`src/rtl/sarseq_pkg.sv`:
```
package sarseq_pkg;

    typedef enum logic [1:0] {
        PH_IDLE    = 2'd0,
        PH_ACQ_INT = 2'd1,
        PH_ACQ_EXT = 2'd2,
        PH_CONV    = 2'd3
    } phase_e;

    typedef enum logic [1:0] {
        PWR_ACTIVE   = 2'b00,
        PWR_STANDBY  = 2'b01,
        PWR_SHUTDOWN = 2'b10
    } pwr_e;

    localparam logic [1:0] PM_SHUTDOWN = 2'b00;
    localparam logic [1:0] PM_INTCLK   = 2'b10;
    localparam logic [1:0] PM_EXTCLK   = 2'b11;

    typedef struct packed {
        logic [1:0] pmode;
        logic       ext_acq;
        logic       single;
        logic       unipolar;
        logic [2:0] chan;
    } ctrl_t;

    function automatic ctrl_t decode_ctrl(input logic [7:0] b);
        return ctrl_t'(b);
    endfunction

endpackage

```
`src/rtl/sarseq_tick.sv`:
```
module sarseq_tick #(
    parameter int DIV = 4
) (
    input  logic clk,
    input  logic rst,
    input  logic cs_n,
    input  logic wr_n,
    input  logic conv_clk,
    input  logic int_mode,
    output logic wr_rise,
    output logic tick
);
    localparam int CW = (DIV > 1) ? $clog2(DIV) : 1;

    logic [CW-1:0] div_cnt;
    logic          wr_q;
    logic          ext_q;
    logic          int_tick;
    logic          ext_fall;

    always_ff @(posedge clk) begin
        if (rst) begin
            div_cnt <= '0;
            wr_q    <= 1'b1;
            ext_q   <= 1'b0;
        end else begin
            div_cnt <= (div_cnt == CW'(DIV - 1)) ? '0 : div_cnt + 1'b1;
            wr_q    <= wr_n;
            ext_q   <= conv_clk;
        end
    end

    assign int_tick = (div_cnt == CW'(DIV - 1));
    assign ext_fall = ~cs_n & ~conv_clk & ext_q;
    assign wr_rise  = ~cs_n & wr_n & ~wr_q;
    assign tick     = int_mode ? int_tick : ext_fall;

    AST_DIV_RANGE: assert property (@(posedge clk) disable iff (rst)
        (32'(div_cnt) < DIV));

endmodule

```
`src/rtl/sarseq_sar.sv`:
```
module sarseq_sar #(
    parameter int W = 12
) (
    input  logic         clk,
    input  logic         rst,
    input  logic         start,
    input  logic         step,
    input  logic         cmp,
    output logic [W-1:0] code
);
    localparam logic [W-1:0] TOP_BIT = {1'b1, {(W-1){1'b0}}};

    logic [W-1:0] mask;

    always_ff @(posedge clk) begin
        if (rst) begin
            code <= '0;
            mask <= '0;
        end else if (start) begin
            code <= TOP_BIT;
            mask <= TOP_BIT;
        end else if (step) begin
            code <= (cmp ? code : (code & ~mask)) | (mask >> 1);
            mask <= mask >> 1;
        end
    end

    AST_SAR_ONEHOT: assert property (@(posedge clk) disable iff (rst)
        $onehot0(mask));

endmodule

```
`src/rtl/sarseq_rdmux.sv`:
```
module sarseq_rdmux #(
    parameter int RES_W = 12,
    parameter int BUS_W = 8
) (
    input  logic [RES_W-1:0] res,
    input  logic             res_uni,
    input  logic             cs_n,
    input  logic             rd_n,
    input  logic             hben,
    output logic [BUS_W-1:0] dout,
    output logic             dout_oe
);
    localparam int HI_W  = RES_W - BUS_W;
    localparam int PAD_W = BUS_W - HI_W;

    logic             fill;
    logic [BUS_W-1:0] hi_byte;

    assign fill = ~res_uni & res[RES_W-1];

    generate
        if (PAD_W > 0) begin : g_pad
            assign hi_byte = {{PAD_W{fill}}, res[RES_W-1:BUS_W]};
        end else begin : g_nopad
            assign hi_byte = res[RES_W-1:BUS_W];
        end
    endgenerate

    assign dout_oe = ~cs_n & ~rd_n;
    assign dout    = hben ? hi_byte : res[BUS_W-1:0];

endmodule

```
`src/rtl/sar_bus_sequencer.sv`:
```
module sar_bus_sequencer
    import sarseq_pkg::*;
#(
    parameter int RES_W     = 12,
    parameter int BUS_W     = 8,
    parameter int ICLK_DIV  = 4,
    parameter int ACQ_TICKS = 4
) (
    input  logic             clk,
    input  logic             rst,
    input  logic             cs_n,
    input  logic             wr_n,
    input  logic             rd_n,
    input  logic             hben,
    input  logic             conv_clk,
    input  logic [7:0]       din,
    input  logic             cmp_in,
    output logic [BUS_W-1:0] dout,
    output logic             dout_oe,
    output logic             int_n,
    output logic             track,
    output logic [RES_W-1:0] sar_trial,
    output logic [2:0]       mux_chan,
    output logic             mux_sgl,
    output logic [1:0]       pwr_state,
    output logic             int_clk_mode,
    output logic             addr_err
);
    localparam int CNT_MAX = (RES_W > ACQ_TICKS) ? RES_W : ACQ_TICKS;
    localparam int CNT_W   = $clog2(CNT_MAX + 1);
    localparam logic [RES_W-1:0] SIGN_FLIP = {1'b1, {(RES_W-1){1'b0}}};

    phase_e           phase;
    pwr_e             pwr;
    logic [CNT_W-1:0] cnt;
    logic             clk_int;
    logic [1:0]       pd_req;
    logic [2:0]       cfg_chan;
    logic             cfg_sgl;
    logic             cfg_uni;
    logic [RES_W-1:0] res;
    logic             res_uni;
    logic             wr_rise;
    logic             tick;
    logic             rd_act;
    logic             sar_start;
    logic             sar_step;
    logic             conv_done;
    logic             acq_end;
    logic             second_wr;
    ctrl_t            nb;

    sarseq_tick #(.DIV(ICLK_DIV)) u_tick (
        .clk(clk), .rst(rst), .cs_n(cs_n), .wr_n(wr_n),
        .conv_clk(conv_clk), .int_mode(clk_int),
        .wr_rise(wr_rise), .tick(tick)
    );

    assign nb        = decode_ctrl(din);
    assign rd_act    = ~cs_n & ~rd_n;
    assign second_wr = wr_rise && (phase == PH_ACQ_EXT) && !nb.ext_acq;
    assign acq_end   = !wr_rise && tick && (phase == PH_ACQ_INT)
                       && (cnt == CNT_W'(ACQ_TICKS - 1));
    assign sar_start = second_wr || acq_end;
    assign sar_step  = !wr_rise && tick && (phase == PH_CONV) && (cnt < CNT_W'(RES_W));
    assign conv_done = !wr_rise && tick && (phase == PH_CONV) && (cnt == CNT_W'(RES_W));

    sarseq_sar #(.W(RES_W)) u_sar (
        .clk(clk), .rst(rst), .start(sar_start), .step(sar_step),
        .cmp(cmp_in), .code(sar_trial)
    );

    always_ff @(posedge clk) begin
        if (rst) begin
            phase    <= PH_IDLE;
            pwr      <= PWR_ACTIVE;
            cnt      <= '0;
            clk_int  <= 1'b0;
            pd_req   <= PM_EXTCLK;
            cfg_chan <= '0;
            cfg_sgl  <= 1'b1;
            cfg_uni  <= 1'b1;
            res      <= '0;
            res_uni  <= 1'b1;
            int_n    <= 1'b1;
            addr_err <= 1'b0;
        end else if (wr_rise) begin
            int_n  <= 1'b1;
            pwr    <= PWR_ACTIVE;
            pd_req <= nb.pmode;
            cnt    <= '0;
            if (nb.pmode == PM_INTCLK)      clk_int <= 1'b1;
            else if (nb.pmode == PM_EXTCLK) clk_int <= 1'b0;
            if (second_wr) begin
                phase    <= PH_CONV;
                addr_err <= (nb.chan != cfg_chan);
            end else begin
                phase    <= nb.ext_acq ? PH_ACQ_EXT : PH_ACQ_INT;
                cfg_chan <= nb.chan;
                cfg_sgl  <= nb.single;
                cfg_uni  <= nb.unipolar;
                addr_err <= 1'b0;
            end
        end else begin
            if (acq_end) begin
                phase <= PH_CONV;
                cnt   <= '0;
            end else if (conv_done) begin
                phase   <= PH_IDLE;
                res     <= cfg_uni ? sar_trial : (sar_trial ^ SIGN_FLIP);
                res_uni <= cfg_uni;
                if (pd_req == PM_SHUTDOWN)    pwr <= PWR_SHUTDOWN;
                else if (pd_req[1] == 1'b0)   pwr <= PWR_STANDBY;
            end else if (tick && (phase == PH_ACQ_INT || phase == PH_CONV)) begin
                cnt <= cnt + 1'b1;
            end
            if (conv_done)   int_n <= 1'b0;
            else if (rd_act) int_n <= 1'b1;
        end
    end

    sarseq_rdmux #(.RES_W(RES_W), .BUS_W(BUS_W)) u_rdmux (
        .res(res), .res_uni(res_uni), .cs_n(cs_n), .rd_n(rd_n),
        .hben(hben), .dout(dout), .dout_oe(dout_oe)
    );

    assign track        = (phase == PH_ACQ_INT) || (phase == PH_ACQ_EXT);
    assign mux_chan     = cfg_chan;
    assign mux_sgl      = cfg_sgl;
    assign pwr_state    = pwr;
    assign int_clk_mode = clk_int;

    AST_WR_CLEARS_INT: assert property (@(posedge clk) disable iff (rst)
        wr_rise |=> int_n);
    AST_INT_ONLY_IDLE: assert property (@(posedge clk) disable iff (rst)
        !int_n |-> (phase == PH_IDLE));
    AST_WR_WAKES: assert property (@(posedge clk) disable iff (rst)
        wr_rise |=> (pwr_state == PWR_ACTIVE));
    AST_CONV_BOUND: assert property (@(posedge clk) disable iff (rst)
        (phase == PH_CONV) |-> (cnt <= CNT_W'(RES_W)));
    AST_CS_FREEZE: assert property (@(posedge clk) disable iff (rst)
        (cs_n && !clk_int) |=> $stable(phase));

endmodule

```
`config.mk`:
```
export PLATFORM = sky130hd
export DESIGN_NAME = sar_bus_sequencer
export DESIGN_NICKNAME = d
export VERILOG_FILES = /design/src/rtl/sarseq_pkg.sv /design/src/rtl/sarseq_tick.sv /design/src/rtl/sarseq_sar.sv /design/src/rtl/sarseq_rdmux.sv /design/src/rtl/sar_bus_sequencer.sv
export SDC_FILE = /design/constraint.sdc
export NUM_CORES = 1
export LEC_CHECK = 0
export ABC_AREA = 1
export BUFFER_PORTS_ARGS = -buffer_cell sky130_fd_sc_hd__buf_4
export CORE_UTILIZATION = 45
export DETAILED_ROUTE_END_ITERATION = 8
export GPL_ROUTABILITY_DRIVEN = 0
export PLACE_DENSITY = 0.69
export RECOVER_POWER = 50
export SYNTH_ARGS = -nofsm -noshare
export SYNTH_HDL_FRONTEND = slang
export SYNTH_SLANG_ARGS = --single-unit
```
`constraint.sdc`:
```
create_clock -name clk -period 3.8 [get_ports clk]
set_clock_uncertainty 0.2 [all_clocks]
set_input_delay 0.19 -clock clk [delete_from_list [all_inputs] [get_ports clk]]
set_output_delay 0.19 -clock clk [all_outputs]
set_load 0.03 [all_outputs]
```
==> flow_summary_export.csv, run 1 <==
group,metric,value,unit
clocking,cts_tree,"done",
timing,rsz0062_at_grt,"no",
finish,finish.utilization,0.561,
floorplanning,fp.dieH,77.3,um
timing,fmax,367,MHz
place,port_buffers,46,
place,dp_hpwl,3610,um
finish,instances_no_fill,458,
global_routing,track_usage,0.193,
synthesis,syn_nets,348,
timing,hold_violations,0,
timing,setup_viol,0,
global_routing,antenna_found_initial,0,
floorplanning,start_util,0.466,
timing,fin_setup_tns,0,ns
floorplanning,die_w,77.3,um
synthesis,ys_seq_area_frac,0.463,
synthesis,synth_cell_types,32,
clocking,clock_path_buffers,2,
detailed_routing,via_per_inst,4.93,
synthesis,syn-cell-area,0.00255,sq mm
power_and_ir_drop,vdd_drop_max,0.242,mV
floorplanning,dieArea,0.00598,sq mm
detailed_routing,wl_per_cell,11.6,um
critical_path,arrival,2.74,ns
power_and_ir_drop,total_power,1.20,mW
detailed_routing,drt-initial-drc-count,76,
clocking,cts_buffers,9,
floorplanning,fp.coreArea,0.00547,sq mm
synthesis,yosys_register_bits,59,
clocking,htreeDepth,3,
global_routing,grt_pass1_vias,2045,
synthesis,syn_avg_cell_area,7.83,sq um
clocking,clkSlewWorstSetupHoldPaths,0.06,ns
place,dpl_cell_area,0.00290,sq mm
power_and_ir_drop,p_per_area,392,mW/mm^2
hold_path,hold_path.class,"primary input to flip-flop",
power_and_ir_drop,p_leak,1.20,nW
detailed_routing,totalWireLength,5320,um
critical_path,crit_path_end_kind,"flip-flop",
detailed_routing,drc,0,
global_routing,grt_pass1_wl,9090,um
critical_path,reg2reg_depth,6,
global_routing,grt.met2_usage,0.302,
hold_path,whs_path_depth,4,
clocking,cts_sinks,59,
critical_path,critPathKind,"primary input to flip-flop",
critical_path,worstPathRequired,3.82,ns
timing,period_needed,2.72,ns
critical_path,cp_max_fo,28,
floorplanning,pin_count,47,
clocking,root_buffer,"clkbuf_8",
timing,finalCritPeriodShare,0.717,
finish,fin_nets,404,
status,run_status,"completed",
finish,drive_above_1_share,0.111,
global_routing,grt-busiest-layer,"met2",
job,cap_violations,0,
critical_path,worst_setup_path_start_kind,"primary input",
clocking,clock_latency,0.33,ns
timing,final_max_slew_viol_count,0,
synthesis,syn_inst,326,
finish,stdcell_area,0.00307,sq mm
global_routing,met3_usage,0.0429,
global_routing,grt_max_degree,29,
finish,fillers,569,
timing,worstMarginPinSlew,0.748,ns
detailed_routing,ant_nets,0,
detailed_routing,vias,2260,
finish,area_growth,20.2,%
synthesis,yosys_warnings,0,
critical_path,r2r_slack,1.38,ns
timing,slew_headroom,0.501,
floorplanning,row_count,27,
detailed_routing,dr.pass1.iters,4,
global_routing,grt_remaining_overflow,0,
finish,diodes,0,
place,placed_cells,431,
global_routing,grtUsageMet1,0.248,
clocking,post_cts_resized,0,
==> routing by layer <==
metal | wire length, um | share of wire
met5 | 0 | 0
met4 | 78 | 0.015
met3 | 261 | 0.049
met2 | 2460 | 0.46
met1 | 2520 | 0.47
==> cell families (layout without fill, tap and decap cells) <==
logic type	after synthesis	after routing	synth area share
flops	59	59	0.463
compound gates	92	92	0.199
simple gates	117	117	0.205
xor+xnor	6	6	0.0206
fa+ha+maj	6	6	0.0294
buf+inv	46	106	0.0833
==> cell type report <==
cell class / count / area, sq um / area share
inverters: 33 / 124 / 0.0404
multi-input cells: 221 / 1150 / 0.374
repair buffers: 58 / 345 / 0.113
clock buffers: 13 / 169 / 0.0551
flip-flops and latches: 59 / 1180 / 0.385
clock inverters: 2 / 10.0 / 0.00326
well taps: 72 / 90.1 / 0.0294
==> Yosys cell counts <==
master,instances,area (sq um)
nand4_4,1,21.3
a22oi_1,1,7.51
o21ai_0,23,115
a21oi_1,42,210
nand3_2,2,20.0
clkinv_1,2,7.51
inv_2,2,7.51
nor3b_1,1,7.51
nand2_2,4,25.0
o21ai_1,10,50.1
nand4_1,2,12.5
nand4_2,1,12.5
nand2_1,74,278
a21oi_2,2,17.5
nor3_1,2,10.0
buf_6,3,33.8
inv_1,29,109
o21a_1,1,7.51
xor2_1,1,8.76
or2_2,1,6.26
o21ai_2,2,17.5
nor2_2,4,25.0
nand3_1,9,45.0
buf_4,4,30.0
nor2_1,16,60.1
buf_2,2,10.0
ha_1,6,75.1
a211oi_1,1,7.51
dfxtp_1,59,1180
xnor2_1,5,43.8
a21boi_0,10,75.1
clkbuf_1,4,15.0
==> cells in the final DEF (no fill, tap or decap), types with 2 or more instances in the layout <==
cell type,n
a21oi_2,2
clkbuf_1,33
inv_1,30
buf_4,14
nand3_1,9
clkinv_1,2
o21ai_0,27
nand2_1,75
nor2_1,16
xnor2_1,5
dfxtp_1,59
ha_1,6
nand4_1,2
nand2_2,3
o21ai_1,8
clkinv_2,2
a21boi_0,10
a21oi_1,42
nor2_2,4
nor3_1,2
nand3_2,2
clkbuf_8,12
dlygate4sd3_1,12
==> critical path: stages <==
cell           delay, ns
dlygate4sd3_1       0.54
buf_4               0.13
inv_1               0.07
nor2_1              0.04
nand2_1             0.44
nand4_4             0.45
nand4_1             0.21
a21oi_1             0.08
dlygate4sd3_1       0.58
==> sequential cells by signal, summed over array words and instances, names as in the netlist, 2 cells and up <==
register	cells
cnt	4
mux_chan	3
pd_req	2
phase	2
pwr_state	2
res	12
u_sar.code	12
u_sar.mask	12
u_tick.div_cnt	2
==> power by group <==
part	internal, mW	leakage (nW)	switching (mW)
logic	0.0283	0.623	0.0377
clock network	0.284	0.0953	0.222
registers	0.626	0.477	0.00425
total	0.939	1.20	0.264
==> worst paths after layout <==
kind,from,to
max,wr_n,phase[0]$_SDFFE_PP0P_
min,rd_n,int_n$_SDFFE_PP1P_
max reg2reg,u_tick.wr_q$_SDFF_PP1_,phase[0]$_SDFFE_PP0P_
min reg2reg,u_tick.div_cnt[0]$_SDFF_PP0_,u_tick.div_cnt[0]$_SDFF_PP0_
==> stage by stage <==
stage	hold WS (ns)	setup slack, ns
after floorplan	0.0611	2.17
after global placement	0.189	1.80
after detailed placement	0.195	1.73
after CTS	0.0202	1.31
after global routing	0.0460	0.901
final	0.0266	1.08
==> repair_timing <==
action | CTS | global route
hold endpoints to repair | 21 | 0
setup buffers | 0 | 0
endpoints found under the setup margin | 0 | 0
hold buffers | 12 | 0
Note: power is estimated with default switching activity, not from simulation.
==> run 2, diff against run 1 <==
==> constraint.sdc (replaced) <==
create_clock -name clk -period 2.77 [get_ports clk]
set_clock_uncertainty 0.2 [all_clocks]
set_input_delay 0.1385 -clock clk [delete_from_list [all_inputs] [get_ports clk]]
set_output_delay 0.1385 -clock clk [all_outputs]
set_load 0.03 [all_outputs]
==> flow_summary_export.csv, run 2 (synthesized netlist as in run 1, its figures left out) <==
group,metric,value,unit
finish,diodes,0,
clocking,clock_path_buffers,2,
power_and_ir_drop,p_switching,0.373,mW
finish,seq_area,0.00118,sq mm
floorplanning,row_count,27,
finish,reg_top3,"res: 12 flops, u_sar.code: 12 flops, u_sar.mask: 12 flops",
timing,fmax,429,MHz
detailed_routing,drc,0,
floorplanning,start_util,0.466,
job,cap_violations,0,
clocking,clkSlewWorstSetupHoldPaths,0.06,ns
critical_path,max_stage_delay,0.59,ns
power_and_ir_drop,p_leak,1.22,nW
detailed_routing,via_per_inst,4.96,
timing,setup_viol,0,
clocking,clock_latency,0.33,ns
clocking,cts_tree,"done",
critical_path,worstPathCellList,"dlygate4sd3_1 > clkbuf_4 > inv_1 > nor2_1 > nand2_1 > inv_1 > a21oi_1 > a211oi_1 > dlygate4sd3_1",
floorplanning,dieArea,0.00598,sq mm
power_and_ir_drop,p_per_area,544,mW/mm^2
critical_path,arrival,2.34,ns
finish,fillers,524,
critical_path,critPathKind,"primary input to flip-flop",
finish,layout_common_cells,"75 x nand2_1, 59 x dfxtp_1, 42 x a21oi_1",
power_and_ir_drop,p_clk_frac,0.435,
detailed_routing,vias,2296,
detailed_routing,wl_met1,2760,um
global_routing,antenna_found_initial,0,
floorplanning,pin_count,47,
critical_path,crit_path_end,"int_clk_mode$_SDFFE_PP0P_",
place,dp_hpwl,3670,um
timing,finalCritPeriodShare,0.841,
place,port_buffers,46,
detailed_routing,dr.max_layer_used,"met4",
clocking,cts_sinks,59,
hold_path,hold_path.class,"primary input to flip-flop",
timing,rsz0062_at_grt,"no",
clocking,post_cts_resized,0,
finish,drive_above_1_share,0.118,
power_and_ir_drop,p_seq_frac,0.508,
global_routing,track_usage,0.204,
timing,worstMarginPinSlew,0.892,ns
global_routing,grt_remaining_overflow,0,
finish,stdcell_area,0.00313,sq mm
critical_path,crit_path_start,"wr_n",
critical_path,r2r_slack,0.66,ns
critical_path,crit_family,"buffers and inverters",
clocking,cts_buffers,9,
critical_path,worstPathRequired,2.78,ns
detailed_routing,totalWireLength,5450,um
critical_path,timing.rr.end,"int_clk_mode$_SDFFE_PP0P_",
global_routing,grt_max_degree,29,
clocking,root_buffer,"clkbuf_8",
timing,slew_headroom,0.405,
power_and_ir_drop,internal_power,1.33,mW
power_and_ir_drop,vdd_drop_max,0.338,mV
global_routing,grt_pass1_wl,9670,um
clocking,htreeDepth,3,
critical_path,r2r_start,"u_tick.wr_q$_SDFF_PP1_",
timing,hold_violations,0,
detailed_routing,drt-initial-drc-count,84,
place,dpl_cell_area,0.00292,sq mm
status,run_status,"completed",
timing,period_needed,2.33,ns
critical_path,crit_path_end_kind,"flip-flop",
timing,final_max_slew_viol_count,0,
timing,fin_setup_tns,0,ns
detailed_routing,wl_per_cell,11.8,um
floorplanning,die_w,77.3,um
critical_path,crit_cells,9,
detailed_routing,wl_met3,166,um
critical_path,crit_slowest_cell,"dlygate4sd3_1",
detailed_routing,dr.pass1.iters,4,
global_routing,grt_pass1_vias,2213,
critical_path,worst_setup_path_start_kind,"primary input",
finish,fin_nets,410,
finish,multi_input_area,0.00116,sq mm
finish,final_common_cell,"nand2_1",
floorplanning,fp.coreArea,0.00547,sq mm
power_and_ir_drop,pwr-share-comb,0.056,
detailed_routing,ant_nets,0,
power_and_ir_drop,swShare,0.219,
detailed_routing,met2_length,2430,um
critical_path,worst-path-buf-inv,5,
floorplanning,fp.dieH,77.3,um
finish,area_growth,22.5,%
critical_path,cp_max_fo,14,
critical_path,reg2reg_depth,6,
run 2: power groups by stage:
stage | Clock [mW] | Sequential, mW | Combinational [mW]
after global placement | 0 | 0.883 | 0.0833
after global routing | 0.792 | 0.865 | 0.106
after detailed placement | 0 | 0.883 | 0.0848
after CTS | 0.753 | 0.864 | 0.101
after floorplan | 0 | 0.886 | 0.0459
final | 0.741 | 0.865 | 0.0961
run 2: through the flow:
stage / hold slack, ns / util / setup slack [ns] / instances / power, mW
after CTS: 0.163 / 0.594 / 0.698 / 463 / 1.72
final: 0.182 / 0.571 / 0.440 / 463 / 1.70
after floorplan: 0.00958 / - / 1.14 / 326 / 0.932
after global routing: 0.206 / 0.571 / 0.275 / 463 / 1.76
after global placement: 0.140 / 0.534 / 0.852 / 434 / 0.966
after detailed placement: 0.149 / 0.534 / 0.825 / 434 / 0.968
run 2: cell type report:
cell class / count / share of cell area
Multi-Input combinational cell: 221 / 0.370
Timing Repair Buffer: 64 / 0.126
Sequential cell: 59 / 0.378
Inverter: 33 / 0.0396
Tap cell: 72 / 0.0288
Clock inverter: 3 / 0.0128
Clock buffer: 11 / 0.0452
run 2: worst min-delay path, cell delays in order:
cell and delay [ns]:
buf_4 0.08, inv_1 0.15, nand3_1 0.14, nand2_1 0.05
a21oi_1 0.11
run 2: timing repair:
| item | CTS | global route |
|---|---|---|
| buffers inserted | 0 | 0 |
| hold buffers | 15 | 0 |
| hold endpoints to repair | 22 | 0 |
run 2: how the worst min path moves through the flow:
| stage | start | endpoint | slack [ns] | depth (start not counted) |
|---|---|---|---|---|
| 4_1_cts | cmp_in | u_sar.code[0]$_SDFFE_PP0P_ | 0.16 | 5 |
| 3_5_place_dp | wr_n | u_tick.wr_q$_SDFF_PP1_ | 0.15 | 3 |
| 3_3_place_gp | wr_n | u_tick.wr_q$_SDFF_PP1_ | 0.14 | 3 |
| 5_1_grt | cmp_in | u_sar.code[11]$_SDFFE_PP0P_ | 0.21 | 5 |
| 6_report | cmp_in | u_sar.code[11]$_SDFFE_PP0P_ | 0.18 | 5 |
| 2_1_floorplan | rst | u_tick.div_cnt[0]$_SDFF_PP0_ | 0.01 | 1 |
run 2: layer usage:
layer | vias to the layer above | GRT usage
met2 | 39 | 0.325
met3 | 8 | 0.0381
met1 | 1062 | 0.262
li1 | 1187 | -
met4 | 0 | 0.102
met5 | - | 0
